**config.mk**
```make
export PLATFORM = sky130hd
export DESIGN_NAME = ilv_demux
export DESIGN_NICKNAME = d
export VERILOG_FILES = /design/src/rtl/ilv_pkg.sv /design/src/rtl/strobe_edge.sv /design/src/rtl/phase_div.sv /design/src/rtl/chan_latch.sv /design/src/rtl/ilv_demux.sv
export SDC_FILE = /design/constraint.sdc
export NUM_CORES = 1
export LEC_CHECK = 0
export BUFFER_PORTS_ARGS = -buffer_cell sky130_fd_sc_hd__buf_2
export CAP_MARGIN = 10
export CORE_ASPECT_RATIO = 1.5
export CORE_UTILIZATION = 25
export DETAILED_ROUTE_END_ITERATION = 12
export PLACE_DENSITY = 0.42
export SLEW_MARGIN = 40
export SYNTH_ARGS = -nofsm -noshare
export SYNTH_HDL_FRONTEND = slang
export SYNTH_HIERARCHICAL = 1
export SYNTH_SLANG_ARGS = --single-unit
export TNS_END_PERCENT = 50
```
**constraint.sdc**
```tcl
create_clock -name clk -period 1.6 [get_ports clk]
set_input_delay 0.08 -clock clk [delete_from_list [all_inputs] [get_ports clk]]
set_output_delay 0.08 -clock clk [all_outputs]
set_load 0.05 [all_outputs]
```
**src/rtl/ilv_pkg.sv**
```systemverilog
// Shared definitions for the interleaved demultiplexer.
// Assumes: the control strobes are packed in the order given by the indices below.
package ilv_pkg;
    typedef enum logic {
        MODE_ILV  = 1'b0,
        MODE_DUAL = 1'b1
    } mode_e;

    localparam int IDX_STRB_A = 0;
    localparam int IDX_UPD_A  = 1;
    localparam int IDX_STRB_B = 2;
    localparam int IDX_UPD_B  = 3;
    localparam int N_CTRL     = 4;
endpackage

```
**src/rtl/strobe_edge.sv**
```systemverilog
// Rising-edge detector for a group of level strobes sampled on clk.
// Assumes: the strobes are synchronous to clk. A strobe that is high when
// reset is released counts as a rise.
module strobe_edge #(
    parameter int N = 4
) (
    input  logic         clk,
    input  logic         rst_n,
    input  logic [N-1:0] lvl,
    output logic [N-1:0] rise
);
    logic [N-1:0] prev_q;

    // Keep the previous sampled level of each strobe.
    always_ff @(posedge clk) begin
        if (!rst_n) prev_q <= '0;
        else        prev_q <= lvl;
    end

    assign rise = lvl & ~prev_q;


    no_double_rise_chk: assert property (@(posedge clk) disable iff (!rst_n)
        (rise != '0) |=> ((rise & $past(rise)) == '0));
endmodule

```
**src/rtl/phase_div.sv**
```systemverilog
// Divide-by-two gate for the update strobe. It passes the first tick after
// hold is released and every second tick after that.
// Assumes: tick is a one-cycle pulse. Phase 0 means "load on the next tick".
module phase_div (
    input  logic clk,
    input  logic rst_n,
    input  logic hold,
    input  logic tick,
    output logic load
);
    logic skip_q;

    // Toggle the phase on each tick. Hold or reset forces the load phase.
    always_ff @(posedge clk) begin
        if (!rst_n)     skip_q <= 1'b0;
        else if (hold)  skip_q <= 1'b0;
        else if (tick)  skip_q <= ~skip_q;
    end

    assign load = tick & ~hold & ~skip_q;


    skip_after_load_chk: assert property (@(posedge clk) disable iff (!rst_n)
        load |=> skip_q);

    load_after_skip_chk: assert property (@(posedge clk) disable iff (!rst_n)
        (tick && !hold && skip_q) |=> !skip_q);

    hold_arms_chk: assert property (@(posedge clk) disable iff (!rst_n)
        hold |=> !skip_q);
endmodule

```
**src/rtl/chan_latch.sv**
```systemverilog
// One channel: an input register loaded by a capture enable and an output
// register loaded from it by an update enable.
// Assumes: the enables are one-cycle pulses. On a shared cycle the update
// uses the old input value.
module chan_latch #(
    parameter int W = 14
) (
    input  logic         clk,
    input  logic         rst_n,
    input  logic         cap_en,
    input  logic [W-1:0] cap_data,
    input  logic         upd_en,
    output logic [W-1:0] out
);
    logic [W-1:0] in_q;
    logic [W-1:0] out_q;

    // Capture the incoming word.
    always_ff @(posedge clk) begin
        if (!rst_n)      in_q <= '0;
        else if (cap_en) in_q <= cap_data;
    end

    // Transfer the held word to the output register.
    always_ff @(posedge clk) begin
        if (!rst_n)      out_q <= '0;
        else if (upd_en) out_q <= in_q;
    end

    assign out = out_q;


    upd_takes_old_chk: assert property (@(posedge clk) disable iff (!rst_n)
        upd_en |=> (out_q == $past(in_q)));

    out_hold_chk: assert property (@(posedge clk) disable iff (!rst_n)
        !upd_en |=> $stable(out_q));
endmodule

```
**src/rtl/ilv_demux.sv**
```systemverilog
// Interleaved / dual-port input demultiplexer for a two-channel converter.
// Maps the four control strobes to their roles for the selected mode,
// steers captures and gates updates through the divide-by-two phase.
// Assumes: in interleaved mode the select level is stable around a capture.
module ilv_demux
    import ilv_pkg::*;
#(
    parameter int W = 14
) (
    input  logic         clk,
    input  logic         rst_n,
    input  logic         mode_dual,
    input  logic         strb_a,
    input  logic         upd_a,
    input  logic         strb_b,
    input  logic         upd_b,
    input  logic [W-1:0] bus_a,
    input  logic [W-1:0] bus_b,
    output logic [W-1:0] out_a,
    output logic [W-1:0] out_b
);
    localparam int NCH = 2;

    logic [N_CTRL-1:0] lvl;
    logic [N_CTRL-1:0] rise;
    logic              ilv;
    logic              ilv_load;
    logic [NCH-1:0]    cap_en;
    logic [NCH-1:0]    upd_en;
    logic [W-1:0]      cap_data [NCH];
    logic [W-1:0]      chan_out [NCH];

    // Pack the strobes for edge detection.
    always_comb begin
        lvl             = '0;
        lvl[IDX_STRB_A] = strb_a;
        lvl[IDX_UPD_A]  = upd_a;
        lvl[IDX_STRB_B] = strb_b;
        lvl[IDX_UPD_B]  = upd_b;
    end

    assign ilv = (mode_e'(mode_dual) == MODE_ILV);

    strobe_edge #(.N(N_CTRL)) u_edge (
        .clk  (clk),
        .rst_n(rst_n),
        .lvl  (lvl),
        .rise (rise)
    );

    phase_div u_phase (
        .clk  (clk),
        .rst_n(rst_n),
        .hold (~ilv | upd_b),
        .tick (rise[IDX_UPD_A]),
        .load (ilv_load)
    );

    // Route captures and updates according to the mode.
    always_comb begin
        if (ilv) begin
            cap_en[0]   = rise[IDX_STRB_A] & strb_b;
            cap_en[1]   = rise[IDX_STRB_A] & ~strb_b;
            cap_data[0] = bus_a;
            cap_data[1] = bus_a;
            upd_en[0]   = ilv_load;
            upd_en[1]   = ilv_load;
        end else begin
            cap_en[0]   = rise[IDX_STRB_A];
            cap_en[1]   = rise[IDX_STRB_B];
            cap_data[0] = bus_a;
            cap_data[1] = bus_b;
            upd_en[0]   = rise[IDX_UPD_A];
            upd_en[1]   = rise[IDX_UPD_B];
        end
    end

    for (genvar c = 0; c < NCH; c++) begin : g_chan
        chan_latch #(.W(W)) u_chan (
            .clk     (clk),
            .rst_n   (rst_n),
            .cap_en  (cap_en[c]),
            .cap_data(cap_data[c]),
            .upd_en  (upd_en[c]),
            .out     (chan_out[c])
        );
    end

    assign out_a = chan_out[0];
    assign out_b = chan_out[1];


    reset_clear_chk: assert property (@(posedge clk)
        !rst_n |=> (out_a == '0 && out_b == '0));

    align_blocks_chk: assert property (@(posedge clk) disable iff (!rst_n)
        (!mode_dual && upd_b) |=> ($stable(out_a) && $stable(out_b)));

    dual_b_isolated_chk: assert property (@(posedge clk) disable iff (!rst_n)
        (mode_dual && !rise[IDX_UPD_B]) |=> $stable(out_b));

    dual_a_isolated_chk: assert property (@(posedge clk) disable iff (!rst_n)
        (mode_dual && !rise[IDX_UPD_A]) |=> $stable(out_a));
endmodule

```
==> results of run 1 <==
## cells by family (layout without fill, tap and decap cells)
group,after synthesis,count (layout),share of synthesized area (%)
AND/OR/NAND/NOR,74,74,17.5
AO/OA/AOI/OAI,1,1,0.332
multiplexers,70,70,29.2
XOR/XNOR,1,1,0.332
buffers and inverters,14,87,6.36
flip-flops,61,61,46.3
## Yosys cell counts, drive strengths merged
master	number
a22o	1
nor2b	61
nor2	1
and2	4
nand2	4
dfxtp	61
mux2i	56
clkbuf	2
nand2b	1
mux2	14
buf	12
or2	1
nor3b	2
xnor2	1
## timing repair
action                    4_1_cts  5_1_grt
hold endpoints to repair        3        0
resized for setup               0        0
hold buffers                    3        0
## flip-flops by register name, indices dropped and copies added, names as in the netlist
| name | count |
|---|---|
| g_chan.u_chan/out | 28 |
| g_chan.u_chan/in_q | 28 |
| u_edge/prev_q | 4 |
| u_phase/skip_q | 1 |
## worst max-delay path, stage by stage (launching register included)
cell and delay (ns):
dfxtp_1 0.29, nor2b_1 0.14, nor3b_1 0.20, nand2b_1 0.10
nand2_1 0.11, buf_12 0.17, mux2i_1 0.20, nor2b_1 0.06
## where the power goes
group          total [mW]  leakage [nW]  internal [mW]  switching [mW]
registers            1.62         0.497           1.59          0.0319
logic               0.452         0.795          0.235           0.217
clock network        1.82         0.144           1.19           0.622
total                3.89          1.44           3.02           0.871
## through the flow
stage | hold WS [ns] | total power, mW | instances | util [%]
CTS | 0.00407 | 3.97 | 435 | 33.3
global route | 0.00258 | 4.07 | 435 | 33.3
finish | 0.0167 | 3.89 | 435 | 33.3
global placement | 0.297 | 2.10 | 418 | 30.2
detailed placement | 0.303 | 2.11 | 418 | 30.2
floorplan | 0.202 | 1.99 | 221 | -
## area by class of cell
type / instances / area, um^2
Timing Repair Buffer: 73 / 463
Sequential cell: 61 / 1220
Clock buffer: 13 / 280
Tap cell: 141 / 176
Fill cell: 1066 / 6790
Clock inverter: 1 / 5.00
Multi-Input combinational cell: 146 / 1250
## per-layer routing
metal / global-route usage, % / up-vias
li1: - / 873
met1: 13.1 / 756
met2: 17.7 / 32
met3: 2.90 / 10
met4: 7.06 / 0
met5: 0 / -
## worst min path at each step
stage / startpoint / to / slack, ns
2_1_floorplan: strb_a / u_edge/prev_q[0] / 0.20
3_3_place_gp: strb_a / u_edge/prev_q[0] / 0.30
5_1_grt: upd_a / u_edge/prev_q[1] / 0.003
4_1_cts: upd_a / u_edge/prev_q[1] / 0.004
6_report: upd_a / u_edge/prev_q[1] / 0.02
3_5_place_dp: strb_a / u_edge/prev_q[0] / 0.30
==> flow_metrics.py, run 1 <==
metrics = {
    "critical_path": {
        "critPathArrivalTime_ns": 1.60,
        "timing.reg2reg.setup_slack_ns": 0.21,
        "rr_startpoint": "u_edge/prev_q[1]",
        "worst_r2r_path_depth": 7,
        "crit_path_end_kind": "register",
        "critPathLaunch": "u_edge/prev_q[1]",
        "crit-reg2reg-capture": "g_chan[0].u_chan/out[13]",
        "critical_path_required_ns": 1.81,
        "path_class": "reg2reg",
        "largest_fanout_on_the_critical_path": 14,
        "worstSetupStartpointType": "register",
        "cp-endpoint": "g_chan[0].u_chan/out[13]",
    },
    "timing": {
        "final_report_max_slew_violation_count": 0,
        "unrepaired_setup_endpoints_after_global_routing": "false",
        "hold_violations": 0,
        "slew-limit-headroom_pct": 75.5,
        "setup-violations-final": 0,
        "final_min_period_over_clock_period_pct": 87.0,
        "worst-slew-pin-transition_ns": 0.367,
        "clock.fmax_mhz": 719,
        "finalSetupTns_ns": 0,
        "finalClockSkew_ns": 0.00447,
        "final_worst_setup_slack_ns": 0.209,
        "final_period_minus_worst_setup_slack_ns": 1.39,
    },
    "logic_synthesis": {
        "ys_seq_elements": 61,
        "yosys.area.top_type": "dfxtp_1",
        "synth.top_cell.area_share_pct": 46.3,
        "synth_nets": 256,
        "synthDistinctLibCells": 17,
        "syn-cell-area_um2": 2640,
        "synth.avg_cell_area_um2": 11.9,
        "synth_area_leaders": "dfxtp_1 46%, mux2i_1 21%, nor2b_1 14%",
        "gate_count_after_technology_mapping": 221,
        "synth-warning-count": 6,
        "ys_seq_area_share_pct": 46.3,
    },
    "clock_tree": {
        "clockRootBuffer": "clkbuf_16",
        "clkLatencyLatePin_ns": 0.32,
        "register_clock_pin_slew_on_the_reported_worst_setup_and_hold_paths_ns": 0.05,
        "cts.sink_count": 61,
        "tritoncts.num_buffers": 9,
        "clock_tree.buffer_depth": 2,
        "cts_max_level": 3,
        "tritoncts": "built",
        "cts.repair_timing.setup_buffer_count": 0,
    },
    "route": {
        "top_layer_used": "met4",
        "ant_nets": 0,
        "routed-wl-met3_um": 214,
        "drt-total-wl_um": 5620,
        "firstDrtPassIters": 3,
        "routed_via_density": 3.84,
        "wire_per_inst_um": 12.9,
        "met2WireLength_um": 2730,
        "drt_iter0_markers": 33,
        "drcViolationCount": 0,
        "met1_length_um": 2550,
        "num_vias": 1671,
    },
    "layout": {
        "drive_above_1_share_pct": 34.7,
        "mostFrequentLayoutCells": "62 x buf_2, 61 x dfxtp_1, 60 x nor2b_1, 56 x mux2i_1, 14 x mux2_4",
        "final_nets": 326,
        "layout.cells.most_common": "buf_2",
        "insertedDiodeCount": 0,
        "synthToLayoutAreaGrowth_pct": 28.8,
        "postLayoutCellArea_um2": 3400,
    },
    "power": {
        "power.density_cell_area_nw_per_um2": 1140,
        "ir_drop_mv": 0.486,
        "leakage_nw": 1.44,
    },
    "floorplanning": {
        "die_h_um": 128,
        "io_pins": 63,
        "num_rows": 45,
        "total_die_area_um2": 11000,
        "initial_utilization_pct": 25.9,
        "floorplan.core_area_um2": 10200,
        "die_width_um": 85.9,
    },
    "job": {
        "max_cap_violations": 0,
    },
    "placed_design": {
        "portBuffers": 62,
        "dpl-instance-area_um2": 3080,
        "gpl.final_weighted_congestion": 0.692,
        "pre_cts_slack_ns": 0.145,
        "detailed_place_hpwl_um": 4110,
    },
    "grt": {
        "wire_length_of_the_first_global_routing_pass_um": 8980,
        "antenna_found_initial": 0,
        "maximum_number_of_pins_on_one_net_before_global_route_repair": 26,
        "number_of_global_route_vias_before_repair": 1740,
        "overflow": 0,
        "total_routing_usage_reported_by_global_routing_pct": 11.1,
    },
    "outcome": {
        "run_status": "completed",
    },
    "worst_hold_path": {
        "hold_path.class": "in2reg",
        "min_delay_path_depth": 2,
    },
}
No activity file was read; power rests on OpenSTA's default activity.
==> inputs of run 2 (changes only) <==
--- a/config.mk
+++ b/config.mk
@@ -14,6 +14,5 @@
 export SLEW_MARGIN = 40
 export SYNTH_ARGS = -nofsm -noshare
 export SYNTH_HDL_FRONTEND = slang
-export SYNTH_HIERARCHICAL = 1
 export SYNTH_SLANG_ARGS = --single-unit
 export TNS_END_PERCENT = 50
==> run 2 against run 1 <==
Against the previous run: largest power group unchanged; sequential power about the same; synthesized cell count increased by 24%; core utilization decreased by 0.31 points; setup slack got worse by 0.077 ns; register-to-register slack improved by 0.03 ns; non-clock buffer count decreased by 3; flip-flop and latch count unchanged; power increased by 7.0%; first-iteration DRC count increased by 85%.
==> flow_metrics.py, run 2 <==
metrics = {
    "clock_tree": {
        "clock_tree.buffer_depth": 2,
        "post_cts.resized_instances": 0,
        "tritoncts": "built",
        "clkLatencyLatePin_ns": 0.32,
        "cts_max_level": 3,
        "clockRootBuffer": "clkbuf_16",
        "tritoncts.num_buffers": 9,
        "cts.sink_count": 61,
        "register_clock_pin_slew_on_the_reported_worst_setup_and_hold_paths_ns": 0.05,
    },
    "route": {
        "ant_nets": 0,
        "firstDrtPassIters": 4,
        "drt-total-wl_um": 6360,
        "drt_iter0_markers": 61,
        "wire_per_inst_um": 14.1,
        "routed_via_density": 4.62,
        "num_vias": 2087,
        "drcViolationCount": 0,
    },
    "logic_synthesis": {
        "synth-async-reset-ratio_pct": 0,
        "synth.avg_cell_area_um2": 9.56,
        "synth-warning-count": 0,
        "syn-cell-area_um2": 2620,
        "synth_common_cells": "61 x dfxtp_1, 32 x o21ai_0, 28 x mux2i_1, 28 x nand2_1, 28 x nand3_1",
        "ys_seq_area_share_pct": 46.6,
        "synth_top_flop_cell": "dfxtp_1",
        "yosys.area.top_type": "dfxtp_1",
        "synth_nets": 309,
        "gate_count_after_technology_mapping": 274,
        "synthDistinctLibCells": 27,
        "synth_area_leaders": "dfxtp_1 47%, mux2i_1 11%, o21ai_0 6.1%",
        "synth.top_cell.area_share_pct": 46.6,
        "ys_seq_elements": 61,
        "post-synth-top-count-cell": "dfxtp_1",
        "synth_enable_flop_cells": 0,
    },
    "layout": {
        "insertedDiodeCount": 0,
        "layoutNonFillerInstCount": 452,
        "layout.cells.most_common": "buf_2",
        "mostFrequentLayoutCells": "62 x buf_2, 61 x dfxtp_1, 32 x o21ai_0",
        "drive_above_1_share_pct": 27.2,
        "synthToLayoutAreaGrowth_pct": 27.7,
        "final_nets": 365,
    },
    "worst_hold_path": {
        "worst_hold_startpoint": "strb_a",
        "hold_path.class": "in2reg",
        "min_delay_path_depth": 2,
    },
    "floorplanning": {
        "initial_utilization_pct": 25.9,
        "io_pins": 63,
        "num_rows": 45,
        "die_h_um": 127,
        "floorplan.core_area_um2": 10100,
        "die_width_um": 85.6,
        "total_die_area_um2": 10900,
    },
    "critical_path": {
        "worstSetupPathDepth": 5,
        "largest_fanout_on_the_critical_path": 14,
        "cp_top_family": "buffers and inverters",
        "path_class": "in2reg",
        "worstPathBufferInverterCount": 2,
        "critPathArrivalTime_ns": 1.72,
        "cp_cell_sequence": "dlygate4sd3_1 > buf_2 > nor2b_1 > a2bb2oi_4 > mux2i_1",
        "critical_path_required_ns": 1.85,
        "crit_path_end_kind": "register",
        "worst_r2r_path_depth": 3,
        "cpPeakStageDelay_ns": 0.53,
        "critPathLaunch": "upd_a",
        "worstSetupStartpointType": "input port",
        "critical-path-slowest-cell": "dlygate4sd3_1",
        "rr_startpoint": "u_phase.skip_q",
    },
    "placed_design": {
        "gpl.final_weighted_congestion": 0.778,
        "dp.cells": 435,
        "portBuffers": 62,
        "detailed_place_hpwl_um": 4630,
    },
    "timing": {
        "worst-slew-pin-transition_ns": 0.602,
        "finalSetupTns_ns": 0,
        "slew-limit-headroom_pct": 59.7,
        "final_report_max_slew_violation_count": 0,
        "unrepaired_setup_endpoints_after_global_routing": "false",
        "clock.fmax_mhz": 681,
        "hold_violations": 0,
        "finalClockSkew_ns": 0.00689,
        "final_min_period_over_clock_period_pct": 91.8,
        "final_period_minus_worst_setup_slack_ns": 1.47,
        "setup-violations-final": 0,
    },
    "grt": {
        "antenna_found_initial": 0,
        "wire_length_of_the_first_global_routing_pass_um": 10700,
        "overflow": 0,
        "total_routing_usage_reported_by_global_routing_pct": 12.8,
        "number_of_global_route_vias_before_repair": 2101,
        "maximum_number_of_pins_on_one_net_before_global_route_repair": 76,
    },
    "power": {
        "power.density_cell_area_nw_per_um2": 1240,
        "leakage_nw": 1.56,
        "finalPower_mw": 4.16,
        "ir_drop_mv": 0.647,
    },
    "outcome": {
        "run_status": "completed",
    },
    "job": {
        "max_cap_violations": 0,
    },
}
==> run 2: cell types whose count changed after synthesis, sizes merged, moves of 25 or more <==
cell | previous run | this run
nand2 | 4 | 29
nand3 | 0 | 28
nor2b | 61 | 2
a21boi | 0 | 28
o21ai | 0 | 42
mux2i | 56 | 28
==> run 2: what timing repair did <==
item,in CTS,in global routing
hold buffers,1,0
setup buffers,0,0
endpoints found under the hold margin,1,0
==> run 2: per-layer routing <==
layer,up-vias,GRT usage (%),share of wire (%)
li1,1083,-,-
met1,956,14.9,44
met2,41,21.0,50
met3,7,3.42,4.1
met4,0,7.35,2.2
met5,-,0,0
==> run 2: path summary, 6_finish.rpt <==
check	endpoint	slack, ns
setup / recovery	g_chan[1].u_chan.out[0]	0.13
hold / removal	u_edge.prev_q[0]	0.02
setup reg to reg	g_chan[1].u_chan.out[0]	0.24
hold reg to reg	g_chan[1].u_chan.out[7]	0.46
==> run 2: worst register-to-register path: cells and delay by family, from the launching register on <==
family | cells | cell delay, ns
AO/OA/AOI/OAI | 1 | 0.51
AND/OR/NAND/NOR | 1 | 0.11
flip-flops | 1 | 0.40
multiplexers | 1 | 0.26
==> run 2: cell type report <==
class / count / area, um^2
multi-input combinational: 188 / 1270
clock buffer: 12 / 256
clock inverter: 4 / 70.1
timing repair buffer: 70 / 385
tap: 117 / 146
fill: 1102 / 6790
sequential: 61 / 1220
==> run 2: report_power, final <==
part / total [mW] / switching, mW / internal (mW) / leakage [nW]
Combinational: 0.442 / 0.270 / 0.171 / 0.898
Clock: 2.09 / 0.644 / 1.44 / 0.163
Sequential: 1.63 / 0.0360 / 1.60 / 0.498
Total: 4.16 / 0.950 / 3.21 / 1.56
==> run 2: per-stage QoR <==
stage / utilization (%) / hold slack, ns / instance area, um^2 / worst slack (ns)
2_1_floorplan: - / 0.158 / 2620 / 0.350
3_3_place_gp: 29.7 / 0.321 / 3010 / 0.178
3_5_place_dp: 29.7 / 0.332 / 3010 / 0.120
4_1_cts: 33.0 / 0.00712 / 3340 / 0.0986
5_1_grt: 33.0 / 0.0188 / 3350 / 0.0162
6_report: 33.0 / 0.0198 / 3350 / 0.131
==> run 2: logic make-up (layout without fill, tap and decap cells) <==
group | count (synthesis) | after routing | synth area share [%]
mux | 28 | 28 | 10.7
xor+xnor | 1 | 1 | 0.334
compound gates | 87 | 87 | 23.2
buf+inv | 25 | 86 | 5.11
flops | 61 | 61 | 46.6
simple gates | 72 | 72 | 14.0
